## src/rtl/dma_ring_pkg.sv

```systemverilog
package dma_ring_pkg;

    // register offsets
    localparam logic [3:0] OFS_BASE = 4'h0;
    localparam logic [3:0] OFS_CTRL = 4'h4;
    localparam logic [3:0] OFS_LAST = 4'h5;
    localparam logic [3:0] OFS_STAT = 4'h6;
    localparam logic [3:0] OFS_CUR  = 4'h8;
    localparam logic [3:0] OFS_PRE  = 4'h9;
    localparam logic [3:0] OFS_REM  = 4'hA;

    // status bit positions
    localparam int ST_HALT = 0;
    localparam int ST_CEL  = 1;
    localparam int ST_LVB  = 2;
    localparam int ST_BC   = 3;
    localparam int ST_FE   = 4;
    localparam int ST_W    = 5;
    localparam logic [ST_W-1:0] STAT_RST  = 5'b00001;
    localparam logic [ST_W-1:0] STAT_W1C  = 5'b11100;

    // control bit positions
    localparam int CT_RUN   = 0;
    localparam int CT_RR    = 1;
    localparam int CT_LVBIE = 2;
    localparam int CT_FEIE  = 3;
    localparam int CT_IOCE  = 4;
    localparam int CT_W     = 5;

    // interrupt sources: status bit and its enable bit
    localparam int N_IRQ_SRC = 3;
    function automatic int irq_stat_bit(input int k);
        return (k == 0) ? ST_LVB : (k == 1) ? ST_BC : ST_FE;
    endfunction
    function automatic int irq_en_bit(input int k);
        return (k == 0) ? CT_LVBIE : (k == 1) ? CT_IOCE : CT_FEIE;
    endfunction

    typedef enum logic [1:0] {PH_IDLE, PH_FETCH, PH_PLAY} phase_e;
    typedef enum logic [2:0] {F_IDLE, F_REQ_PTR, F_WAIT_PTR, F_REQ_CTL, F_WAIT_CTL} fetch_e;

endpackage

```

## src/rtl/ring_desc_fetch.sv

```systemverilog
module ring_desc_fetch
    import dma_ring_pkg::*;
#(
    parameter int ADDR_W = 32,
    parameter int CNT_W  = 16,
    parameter int DATA_W = 32
) (
    input  logic              clk,
    input  logic              rst_n,
    input  logic              start,
    input  logic              abort,
    input  logic [ADDR_W-1:0] desc_addr,
    output logic              mem_req,
    output logic [ADDR_W-1:0] mem_addr,
    input  logic              mem_valid,
    input  logic [DATA_W-1:0] mem_rdata,
    output logic              done,
    output logic [ADDR_W-1:0] buf_addr,
    output logic [CNT_W-1:0]  count,
    output logic              ioc
);
    localparam int WORD_BYTES = DATA_W / 8;

    typedef struct packed {
        fetch_e            st;
        logic [ADDR_W-1:0] addr;
        logic [ADDR_W-1:0] ptr;
    } fetch_t;

    fetch_t q, n;

    always_comb begin
        n    = q;
        done = 1'b0;
        case (q.st)
            F_REQ_PTR:  n.st = F_WAIT_PTR;
            F_WAIT_PTR: if (mem_valid) begin
                n.ptr = {mem_rdata[ADDR_W-1:2], 2'b00};
                n.st  = F_REQ_CTL;
            end
            F_REQ_CTL:  n.st = F_WAIT_CTL;
            F_WAIT_CTL: if (mem_valid) begin
                done = 1'b1;
                n.st = F_IDLE;
            end
            default:    n.st = F_IDLE;
        endcase
        if (start) begin
            n.st   = F_REQ_PTR;
            n.addr = desc_addr;
        end
        if (abort) n.st = F_IDLE;
    end

    always_ff @(posedge clk or negedge rst_n) begin
        if (!rst_n) q <= '{st: F_IDLE, addr: '0, ptr: '0};
        else        q <= n;
    end

    assign mem_req  = (q.st == F_REQ_PTR) || (q.st == F_REQ_CTL);
    assign mem_addr = (q.st == F_REQ_CTL) ? q.addr + ADDR_W'(WORD_BYTES) : q.addr;
    assign buf_addr = q.ptr;
    assign count    = mem_rdata[CNT_W-1:0];
    assign ioc      = mem_rdata[DATA_W-1];

    logic unused_rdata;
    assign unused_rdata = ^{mem_rdata[DATA_W-2:CNT_W], mem_rdata[1:0]};

endmodule

```

## src/rtl/ring_irq_merge.sv

```systemverilog
module ring_irq_merge #(
    parameter int N_SRC = 3
) (
    input  logic [N_SRC-1:0] src_flag,
    input  logic [N_SRC-1:0] src_en,
    output logic             irq
);
    logic [N_SRC-1:0] hit;

    for (genvar k = 0; k < N_SRC; k++) begin : g_src
        assign hit[k] = src_flag[k] & src_en[k];
    end

    assign irq = |hit;

endmodule

```

## src/rtl/dma_ring_chan.sv

```systemverilog
module dma_ring_chan
    import dma_ring_pkg::*;
#(
    parameter int ADDR_W     = 32,
    parameter int CNT_W      = 16,
    parameter int RING_DEPTH = 32,
    parameter int DESC_BYTES = 8
) (
    input  logic              clk,
    input  logic              rst_n,
    input  logic              reg_wr,
    input  logic [3:0]        reg_addr,
    input  logic [31:0]       reg_wdata,
    output logic [31:0]       reg_rdata,
    output logic              mem_req,
    output logic [ADDR_W-1:0] mem_addr,
    input  logic              mem_valid,
    input  logic [31:0]       mem_rdata,
    input  logic              sample_take,
    input  logic              xfer_fault,
    output logic [ADDR_W-1:0] buf_addr,
    output logic              irq
);
    localparam int IDX_W = $clog2(RING_DEPTH);
    localparam int DSH   = $clog2(DESC_BYTES);

    typedef struct packed {
        logic [ADDR_W-1:0] base;
        logic [CT_W-1:0]   ctrl;
        logic [IDX_W-1:0]  last;
        logic [ST_W-1:0]   stat;
        logic [IDX_W-1:0]  cur;
        logic [IDX_W-1:0]  pre;
        logic [CNT_W-1:0]  rem;
        logic              ioc;
        logic [ADDR_W-1:0] bufa;
        phase_e            phase;
    } chan_t;

    localparam chan_t CHAN_RST = '{base: '0, ctrl: '0, last: '0, stat: STAT_RST,
                                   cur: '0, pre: '0, rem: '0, ioc: 1'b0,
                                   bufa: '0, phase: PH_IDLE};

    chan_t q, n;

    logic              wr_base, wr_ctrl, wr_last, wr_stat;
    logic              complete, cmp_ioc, fetch_go, abort;
    logic [IDX_W-1:0]  fetch_idx;
    logic [ADDR_W-1:0] fetch_addr;
    logic              fd_done, fd_ioc;
    logic [ADDR_W-1:0] fd_buf;
    logic [CNT_W-1:0]  fd_cnt;

    assign wr_base = reg_wr && (reg_addr == OFS_BASE);
    assign wr_ctrl = reg_wr && (reg_addr == OFS_CTRL);
    assign wr_last = reg_wr && (reg_addr == OFS_LAST);
    assign wr_stat = reg_wr && (reg_addr == OFS_STAT);

    always_comb begin
        n         = q;
        complete  = 1'b0;
        cmp_ioc   = 1'b0;
        fetch_go  = 1'b0;
        fetch_idx = q.cur;
        abort     = 1'b0;

        if (wr_stat) n.stat = q.stat & ~(reg_wdata[ST_W-1:0] & STAT_W1C);
        if (xfer_fault) n.stat[ST_FE] = 1'b1;

        // sample consumption
        if (q.phase == PH_PLAY && sample_take && q.rem != '0) begin
            n.rem = q.rem - 1'b1;
            if (q.rem == CNT_W'(1)) begin
                complete = 1'b1;
                cmp_ioc  = q.ioc;
            end
        end

        // descriptor arrival
        if (fd_done) begin
            n.bufa  = fd_buf;
            n.rem   = fd_cnt;
            n.ioc   = fd_ioc;
            n.phase = PH_PLAY;
            if (fd_cnt == '0) begin
                complete = 1'b1;
                cmp_ioc  = fd_ioc;
            end
        end

        // buffer completion
        if (complete) begin
            if (cmp_ioc) n.stat[ST_BC] = 1'b1;
            if (q.cur == q.last) begin
                n.stat[ST_HALT] = 1'b1;
                n.stat[ST_CEL]  = 1'b1;
                n.stat[ST_LVB]  = 1'b1;
                n.phase         = PH_IDLE;
            end else begin
                n.cur     = q.pre;
                n.pre     = q.pre + 1'b1;
                fetch_go  = 1'b1;
                fetch_idx = q.pre;
                n.phase   = PH_FETCH;
            end
        end

        if (wr_base) n.base = {reg_wdata[ADDR_W-1:DSH], {DSH{1'b0}}};

        if (wr_last) begin
            n.last = reg_wdata[IDX_W-1:0];
            if (q.ctrl[CT_RUN] && n.stat[ST_HALT] && n.cur != reg_wdata[IDX_W-1:0]) begin
                n.stat[ST_HALT] = 1'b0;
                n.stat[ST_CEL]  = 1'b0;
                fetch_idx       = n.pre;
                n.cur           = n.pre;
                n.pre           = n.pre + 1'b1;
                fetch_go        = 1'b1;
                n.phase         = PH_FETCH;
            end
        end

        if (wr_ctrl) begin
            if (reg_wdata[CT_RR]) begin
                n        = CHAN_RST;
                fetch_go = 1'b0;
                abort    = 1'b1;
            end else begin
                if (!reg_wdata[CT_RUN]) begin
                    n.stat[ST_HALT] = 1'b1;
                    n.phase         = PH_IDLE;
                    fetch_go        = 1'b0;
                    abort           = 1'b1;
                end else if (!q.ctrl[CT_RUN]) begin
                    n.cur           = '0;
                    n.pre           = IDX_W'(1);
                    n.stat[ST_HALT] = 1'b0;
                    fetch_idx       = '0;
                    fetch_go        = 1'b1;
                    n.phase         = PH_FETCH;
                end
                n.ctrl = reg_wdata[CT_W-1:0];
            end
        end
    end

    always_ff @(posedge clk or negedge rst_n) begin
        if (!rst_n) q <= CHAN_RST;
        else        q <= n;
    end

    assign fetch_addr = q.base + (ADDR_W'(fetch_idx) << DSH);

    ring_desc_fetch #(.ADDR_W(ADDR_W), .CNT_W(CNT_W), .DATA_W(32)) i_fetch (
        .clk       (clk),
        .rst_n     (rst_n),
        .start     (fetch_go),
        .abort     (abort),
        .desc_addr (fetch_addr),
        .mem_req   (mem_req),
        .mem_addr  (mem_addr),
        .mem_valid (mem_valid),
        .mem_rdata (mem_rdata),
        .done      (fd_done),
        .buf_addr  (fd_buf),
        .count     (fd_cnt),
        .ioc       (fd_ioc)
    );

    logic [N_IRQ_SRC-1:0] irq_flag, irq_en;
    for (genvar k = 0; k < N_IRQ_SRC; k++) begin : g_irq_map
        assign irq_flag[k] = q.stat[irq_stat_bit(k)];
        assign irq_en[k]   = q.ctrl[irq_en_bit(k)];
    end

    ring_irq_merge #(.N_SRC(N_IRQ_SRC)) i_irq (
        .src_flag (irq_flag),
        .src_en   (irq_en),
        .irq      (irq)
    );

    always_comb begin
        case (reg_addr)
            OFS_BASE: reg_rdata = 32'(q.base);
            OFS_CTRL: reg_rdata = 32'(q.ctrl);
            OFS_LAST: reg_rdata = 32'(q.last);
            OFS_STAT: reg_rdata = 32'(q.stat);
            OFS_CUR:  reg_rdata = 32'(q.cur);
            OFS_PRE:  reg_rdata = 32'(q.pre);
            OFS_REM:  reg_rdata = 32'(q.rem);
            default:  reg_rdata = '0;
        endcase
    end

    assign buf_addr = q.bufa;

    // named views for the bound checker
    logic [ST_W-1:0]  stat_q;
    logic [IDX_W-1:0] cur_q, pre_q, last_q;
    logic             run_q, cmp_w;
    assign stat_q = q.stat;
    assign cur_q  = q.cur;
    assign pre_q  = q.pre;
    assign last_q = q.last;
    assign run_q  = q.ctrl[CT_RUN];
    assign cmp_w  = complete;

endmodule

```

## config.mk

```make
export PLATFORM = sky130hd
export DESIGN_NAME = dma_ring_chan
export DESIGN_NICKNAME = d
export VERILOG_FILES = /design/src/rtl/dma_ring_pkg.sv /design/src/rtl/ring_desc_fetch.sv /design/src/rtl/ring_irq_merge.sv /design/src/rtl/dma_ring_chan.sv
export SDC_FILE = /design/constraint.sdc
export NUM_CORES = 1
export LEC_CHECK = 0
export ABC_AREA = 1
export ABC_CLOCK_PERIOD_IN_PS = 5560
export BUFFER_PORTS_ARGS = -buffer_cell sky130_fd_sc_hd__clkbuf_2
export CORE_ASPECT_RATIO = 1.25
export CORE_UTILIZATION = 30
export CTS_CLUSTER_DIAMETER = 200
export CTS_CLUSTER_SIZE = 28
export DETAILED_ROUTE_END_ITERATION = 12
export PLACE_DENSITY = 0.47
export SLEW_MARGIN = 30
export SYNTH_ARGS = -nofsm -noshare
export SYNTH_HDL_FRONTEND = slang
export SYNTH_SLANG_ARGS = --single-unit
```

## constraint.sdc

```tcl
create_clock -name clk -period 5.56 [get_ports clk]
set_clock_uncertainty 0.2 [all_clocks]
set_input_delay 0.556 -clock clk [delete_from_list [all_inputs] [get_ports clk]]
set_output_delay 0.556 -clock clk [all_outputs]
set_load 0.05 [all_outputs]
```

==> results of run 1 <==
==> per-layer routing <==
layer / wire length, um / track usage, % / up-vias / share of wire [%]
li1: - / - / 4069 / -
met1: 12990 / 22.76 / 3899 / 44
met2: 14620 / 32.25 / 182 / 50
met3: 1169 / 3.636 / 38 / 4.0
met4: 645 / 6.065 / 0 / 2.2
met5: 0 / 0 / - / 0
==> final timing paths <==
kind	start	end	slack [ps]
worst max register to register	q[36]$_DFF_PN0_	i_fetch.q[63]$_DFFE_PN0P_	520
max in group asynchronous	rst_n	buf_addr[15]$_DFF_PN0_	4010
worst min register to register	i_fetch.q[33]$_DFFE_PN0P_	i_fetch.q[33]$_DFFE_PN0P_	280
worst max-delay path	q[36]$_DFF_PN0_	i_fetch.q[63]$_DFFE_PN0P_	520
worst min-delay path	rst_n	buf_addr[0]$_DFF_PN0_	-20
min in group clk	mem_rdata[22]	i_fetch.buf_addr[22]$_DFFE_PN0P_	140
==> stage by stage <==
step / setup slack [ps] / area, sq um
global placement: 216.7 / 10680
CTS: 404.8 / 11270
floorplan: 1233 / 9651
global route: 58.13 / 11290
detailed placement: 120.6 / 10680
finish: 523.5 / 11290
==> cell usage in the layout (no fill, tap or decap), types with 10 or more instances in the layout <==
cell	Yosys	layout
o21ai_1	10	10
buf_4	35	13
dfrtp_1	171	171
inv_1	122	120
nand2_1	250	249
xnor2_1	14	14
clkbuf_16	0	17
xor2_1	51	51
o21ai_0	75	75
o22ai_1	11	11
a31oi_1	10	10
o21ai_2	12	12
nor2_1	83	82
nand4_1	12	12
clkbuf_2	0	170
nor3_1	16	16
ha_1	10	10
mux2_2	21	21
a21oi_1	87	87
nand3_1	60	59
==> where the power goes <==
group | switching (uW) | total [uW] | leakage (uW) | internal (uW)
logic | 1600 | 2280 | 0.00318 | 677
registers | 366 | 2070 | 0.00215 | 1700
clock network | 578 | 1230 | 0.000287 | 651
==> what timing repair did <==
action / CTS / global route
buffers inserted: 0 / 0
hold buffers: 0 / 0
endpoints found under the hold margin: 0 / 0
endpoints found under the setup margin: 0 / 1
resized for setup: 0 / 1
==> Yosys cell counts (3+ instances only) <==
cell type	n	area, sq um
a221oi_1	9	78.83
o21ai_2	12	105.1
o22ai_1	11	68.82
nand4_1	12	75.07
a31oi_1	10	62.56
nor4_1	5	31.28
nor2_1	83	311.6
nand2_2	3	18.77
inv_1	122	457.9
xnor2_1	14	122.6
xor2_1	51	446.7
nand2_1	250	938.4
o31ai_1	4	30.03
nand3_1	60	300.3
nand3_2	4	40.04
nor3_2	3	30.03
o211ai_1	7	52.55
ha_1	10	125.1
buf_4	35	262.8
nor2_4	5	56.30
dfrtp_1	171	4279
mux2_2	21	236.5
buf_6	4	45.04
o21ai_1	10	50.05
a21oi_1	87	435.4
inv_2	4	15.01
nor2_2	10	62.56
clkbuf_1	29	108.9
o21ai_0	75	375.4
nor3_1	16	80.08
buf_1	6	22.52
==> worst reg2reg max path: cells and delay by family, from the launching register on <==
kind / cells / cell delay, ps
simple gates: 20 / 2510
compound gates: 3 / 580
xor+xnor: 1 / 170
buf+inv: 3 / 360
fa+ha+maj: 3 / 750
flops: 1 / 400
==> logic make-up (layout without fill, tap and decap cells) <==
kind of cell | after synthesis | count (layout) | share of synthesized area [%]
AO/OA/AOI/OAI | 234 | 234 | 13.91
XOR/XNOR | 65 | 65 | 5.899
adder cells (fa/ha/maj) | 11 | 11 | 1.504
buffers and inverters | 203 | 343 | 9.698
flip-flops | 172 | 172 | 44.61
multiplexers | 22 | 22 | 2.554
AND/OR/NAND/NOR | 462 | 462 | 21.82
==> area by class of cell <==
class / count / area [sq um]
tap: 412 / 515.5
clock inverter: 13 / 146.4
multi-input combinational: 794 / 4437
inverter: 127 / 476.7
clock buffer: 19 / 442.9
sequential: 172 / 4305
fill: 3378 / 20410
timing repair buffer: 184 / 962.2
==> flip-flops by register name (all words and copies together) (netlist names) <==
name              cells
irq_en                3
i_fetch.buf_addr     30
last_q                5
q                    52
cur_q                 5
buf_addr             32
stat_q                5
pre_q                 5
i_fetch.q            35
==> run metrics, run 1 <==
post-route minimum period=between 5000 and 6000 ps; die footprint=32890 sq um; TritonCTS clock tree=done; total global routing overflow=0; WL/cell=approximately 17 um; first-pass GRT wire length=~47000 um; Pwr Total=about 5600 uW; clk_lat worst skew=roughly 440 ps; fraction of layout cells with a size suffix above 1=around 22%; Worst Path Buf+Inv=3; Power per Cell Area=about 500 nW/um^2; DRC=0; placed cell count=1689; post-DP HPWL=between 20000 and 25000 um; num rows=73; number of global-route vias before repair=8525; Chip Height=202.5 um; largest net degree at the start of global routing=a little over 90; die width=around 160 um; async set-or-reset flop fraction in the synthesized netlist=100.0%; CP Class=reg -> reg; CTS Buffer Depth=2; status=finished with violations; actual slew at the worst max-slew pin=between 800 and 900 ps; Via Count=between 8000 and 9000; Warnings, synthesis=0; Tot GR Track Use=between 10% and 20%; slowest CP cell=dfrtp_1; path depth of the worst reg2reg path=30; n_diodes=0; WP data required=roughly 5700 ps; # IOs=about 170; Synth Cell Area=9651 sq um; Initial Util=a little under a third; synthesized area per cell=between 8 and 9 sq um; number of synthesized flops with an enable pin=0; most frequent cell on the critical path=nand2_1; Synth Net Count=about 1300; Clock transition at path regs=80 ps; Seq/Total Area, Yosys=between 40 and 50%; failing checks=negative hold slack; fin util=between 30 and 40%; CP top delay family=simple AND/OR/NAND/NOR gates; htree depth=4; period utilization=slightly above 90%; Final Hold Viols=23; Distinct cells, synth=54; Starting DRT DRC Count=462; hold slack final=-15.89 ps; CTS Buf Count=17; crit-path max cell delay=400 ps; DRT Wirelength=about 30000 um; Layout area overhead=16.95%; NumNets Final=roughly 1400; drt first pass iters=5; CP arrival=around 5200 ps; number of port buffers=roughly 170; CP Capture Type=register; LEAKAGE=approximately 0.0056 uW; max-cap violations=0; HP Class=in -> async; CP Launch Type=register; root buffer cell=clkbuf_16; Crit path depth=30; Max IR drop VDD=between 0.2 and 0.25 mV; dominant synthesized flop cell=dfrtp_1; Syn Inst Count=between 1000 and 1500; # clock sinks=172; # setup viols final=0; post-synthesis sequential element count=172; Routed Antenna Nets=0; initial antenna violation count=0; fmax=just under 0.2 GHz; CORE AREA=approximately 32000 sq um; RePlAce Congestion=between 0.8 and 0.9; Max transition margin=between 40% and 50%; max-slew violations=0; CP Max Fanout=12; RSZ-0062 raised after global routing=no; Non-Filler Instances=roughly 1700; vias per cell=between 4 and 5; setup TNS=0 ps
Power figures use the tool's default switching activity.
==> run 2, diff against run 1 <==
ABC_AREA = not set   (was 1)
==> run 2 against run 1 <==
Effect of this change:
- via count is 3.5% lower
- hold slack better by 140 ps
- critical path type unchanged
- wire length is 3.3% lower
- final area is 1.4% higher
- sequential power hardly changed
- worst setup slack worse by 170 ps
- the flow now finishes without violations
- critical path depth is 10 lower
- total power is 7.1% lower
- synthesized cell count is 9.0% lower
- register-to-register slack worse by 170 ps
==> run metrics, run 2 <==
status=finished, final reports clean; root buffer cell=clkbuf_16; total global routing overflow=0; largest net degree at the start of global routing=86; CP Class=reg -> reg; RSZ-0062 raised after global routing=no; Clock transition at path regs=around 70 ps; Post-CTS Setup Repair Bufs=0; most frequent cell after synthesis=nand2_1; Max transition margin=about 40%; Largest register FFs=52; critical-path cell list=or4_4 -> nor4_4 -> o2bb2a_4 -> a211oi_2 -> nor2_4 -> nand3_2 -> mux2_1 -> a221o_1 -> or2_1 -> fa_1 -> inv_1 -> a21oi_1 -> o21bai_1 -> a21o_1 -> nand4_1 -> nor3_1 -> buf_4 -> nand4_1 -> xor2_1 -> a21oi_1; RePlAce Congestion=between 0.8 and 0.9; async set-or-reset flop fraction in the synthesized netlist=100.0%; post-synthesis sequential element count=between 150 and 200; crit-path max cell delay=around 600 ps; fillers=between 3000 and 4000; post-route minimum period=roughly 5200 ps; actual slew at the worst max-slew pin=between 800 and 900 ps; area occupied by multi-input gates=around 5000 sq um; period utilization=93.56%; max-slew violations=0; CP Launch Type=register; vias per cell=roughly 4.9; n_diodes=0; Routed Antenna Nets=0; Seq/Total Area, Yosys=between 40 and 50%; die width=162.8 um; synth cell count leaders=nand2_1, dfrtp_1, a21oi_1; CP Max Fanout=6; die footprint=around 33000 sq um; number of global-route vias before repair=7716; Pwr Total=a little over 5000 uW; DRT Wirelength=~28000 um; area leader, netlist=dfrtp_1; Final Cell Area=about 11000 sq um; CP Capture Type=register; Tot GR Track Use=about 18%; WL/cell=between 15 and 20 um; # clock sinks=172; # setup viols final=0; # IOs=approximately 170; synthesized area per cell=approximately 9 sq um; commonest non-fill, non-tap cell in the layout=nand2_1; main area contributors after synthesis=dfrtp_1, nand2_1, a21oi_1; Layout area overhead=18.06%; fin util=35.99%; number of synthesized flops with an enable pin=0; drt first pass iters=5; Distinct cells, synth=between 60 and 70; LEAKAGE=between 0.005 and 0.006 uW; CP arrival=~5400 ps; Initial Util=30.49%; Via Count=a little under 8000; Warnings, synthesis=0; Top reg by flops=q; DRC=0; NumNets Final=between 1000 and 1500; post-DP HPWL=between 20000 and 25000 um; slowest CP cell=or4_4; Max IR drop VDD=~0.24 mV; share of Yosys cell area claimed by the top area cell type=between 40% and 50%; Starting DRT DRC Count=between 400 and 500; Synth Net Count=roughly 1100; max-cap violations=0; CTS Buffer Depth=2; TritonCTS clock tree=done; register area=4305 sq um; clk_lat worst skew=~450 ps; Area after DPL=between 10000 and 15000 sq um; initial antenna violation count=1; WP data required=5730 ps; hold slack final=124.4 ps; most frequent cells in the layout=nand2_1, dfrtp_1, clkbuf_2, a21oi_1, nor2_1; Synth Cell Area=around 9700 sq um; fmax=0.1922 GHz; CORE AREA=31790 sq um; setup TNS=0 ps; Syn Inst Count=1064; Final Hold Viols=0; number of port buffers=~170; CTS Buf Count=17; fraction of layout cells with a size suffix above 1=about a quarter; num rows=73; dominant synthesized flop cell=dfrtp_1; first-pass GRT wire length=~45000 um; Chip Height=roughly 200 um; HP Class=in -> reg; htree depth=4; Power per Cell Area=between 400 and 500 nW/um^2
[run 2: stage by stage]
| step | setup WS [ps] | cells |
|---|---|---|
| detailed placement | 325.1 | 1585 |
| CTS | 301.5 | 1618 |
| finish | 358.2 | 1619 |
| global placement | 354.4 | 1585 |
| global route | 88.51 | 1619 |
| floorplan | 428.7 | 1064 |
[run 2: worst paths after layout]
path	end	startpoint	slack (ps)	cells after the start
max	i_fetch.q[63]$_DFFE_PN0P_	q[43]$_DFF_PN0_	360	20
min	q[104]$_DFF_PN0_	reg_wdata[28]	120	3
max reg2reg	i_fetch.q[63]$_DFFE_PN0P_	q[43]$_DFF_PN0_	360	20
min reg2reg	q[0]$_DFF_PN0_	q[0]$_DFF_PN0_	290	1
max in group asynchronous	q[94]$_DFF_PN0_	rst_n	3400	3
min in group asynchronous	i_fetch.q[61]$_DFFE_PN0P_	rst_n	520	2
[run 2: layout make-up]
type                    instances  share of cell area [%]
inverters                      20                  0.6562
clock inverters                12                  0.8749
clock buffers                  20                   4.079
well taps                     412                   4.506
multi-input cells             783                   42.65
flip-flops and latches        172                   37.63
repair buffers                200                   9.602
[run 2: worst max-delay path: cells and delay by family, from the launching register on]
family          cells  cell delay (ps)
buf+inv             2              240
simple gates        8             1900
compound gates      7             1420
fa+ha+maj           1              440
mux                 1              330
flops               1              440
xor+xnor            1              160
[run 2: report_power, final]
group	leakage (uW)	internal (uW)	switching (uW)	total [uW]
clock network	0.000278	620	566	1190
logic	0.00268	660	1240	1900
registers	0.00218	1670	423	2100
[run 2: what timing repair did]
| action | in CTS | in global routing |
|---|---|---|
| hold buffers | 1 | 0 |
| endpoints found under the hold margin | 4 | 0 |
| resized for setup | 0 | 1 |
| endpoints found under the setup margin | 0 | 5 |
[run 2: logic make-up after synthesis]
family / Yosys count / share of synthesized area [%]
AOI/OAI and AO/OA: 188 / 12.50
buffers and inverters: 109 / 5.810
DFF: 172 / 44.43
and+or+nand+nor: 443 / 21.77
muxes: 51 / 5.862
adders and majority gates: 11 / 1.498
xor gates and xnor gates: 90 / 8.134
[run 2: layer usage]
metal  share of wire [%]  track usage, %  vias up  routed length [um]
met4                 1.7           5.240        2                 484
met1                  46           23.58     3817               12990
li1                    -               -     3873                   -
met2                  48           29.04      175               13770
met5               0.039               0        -                  11
met3                 4.2           3.350       31                1202
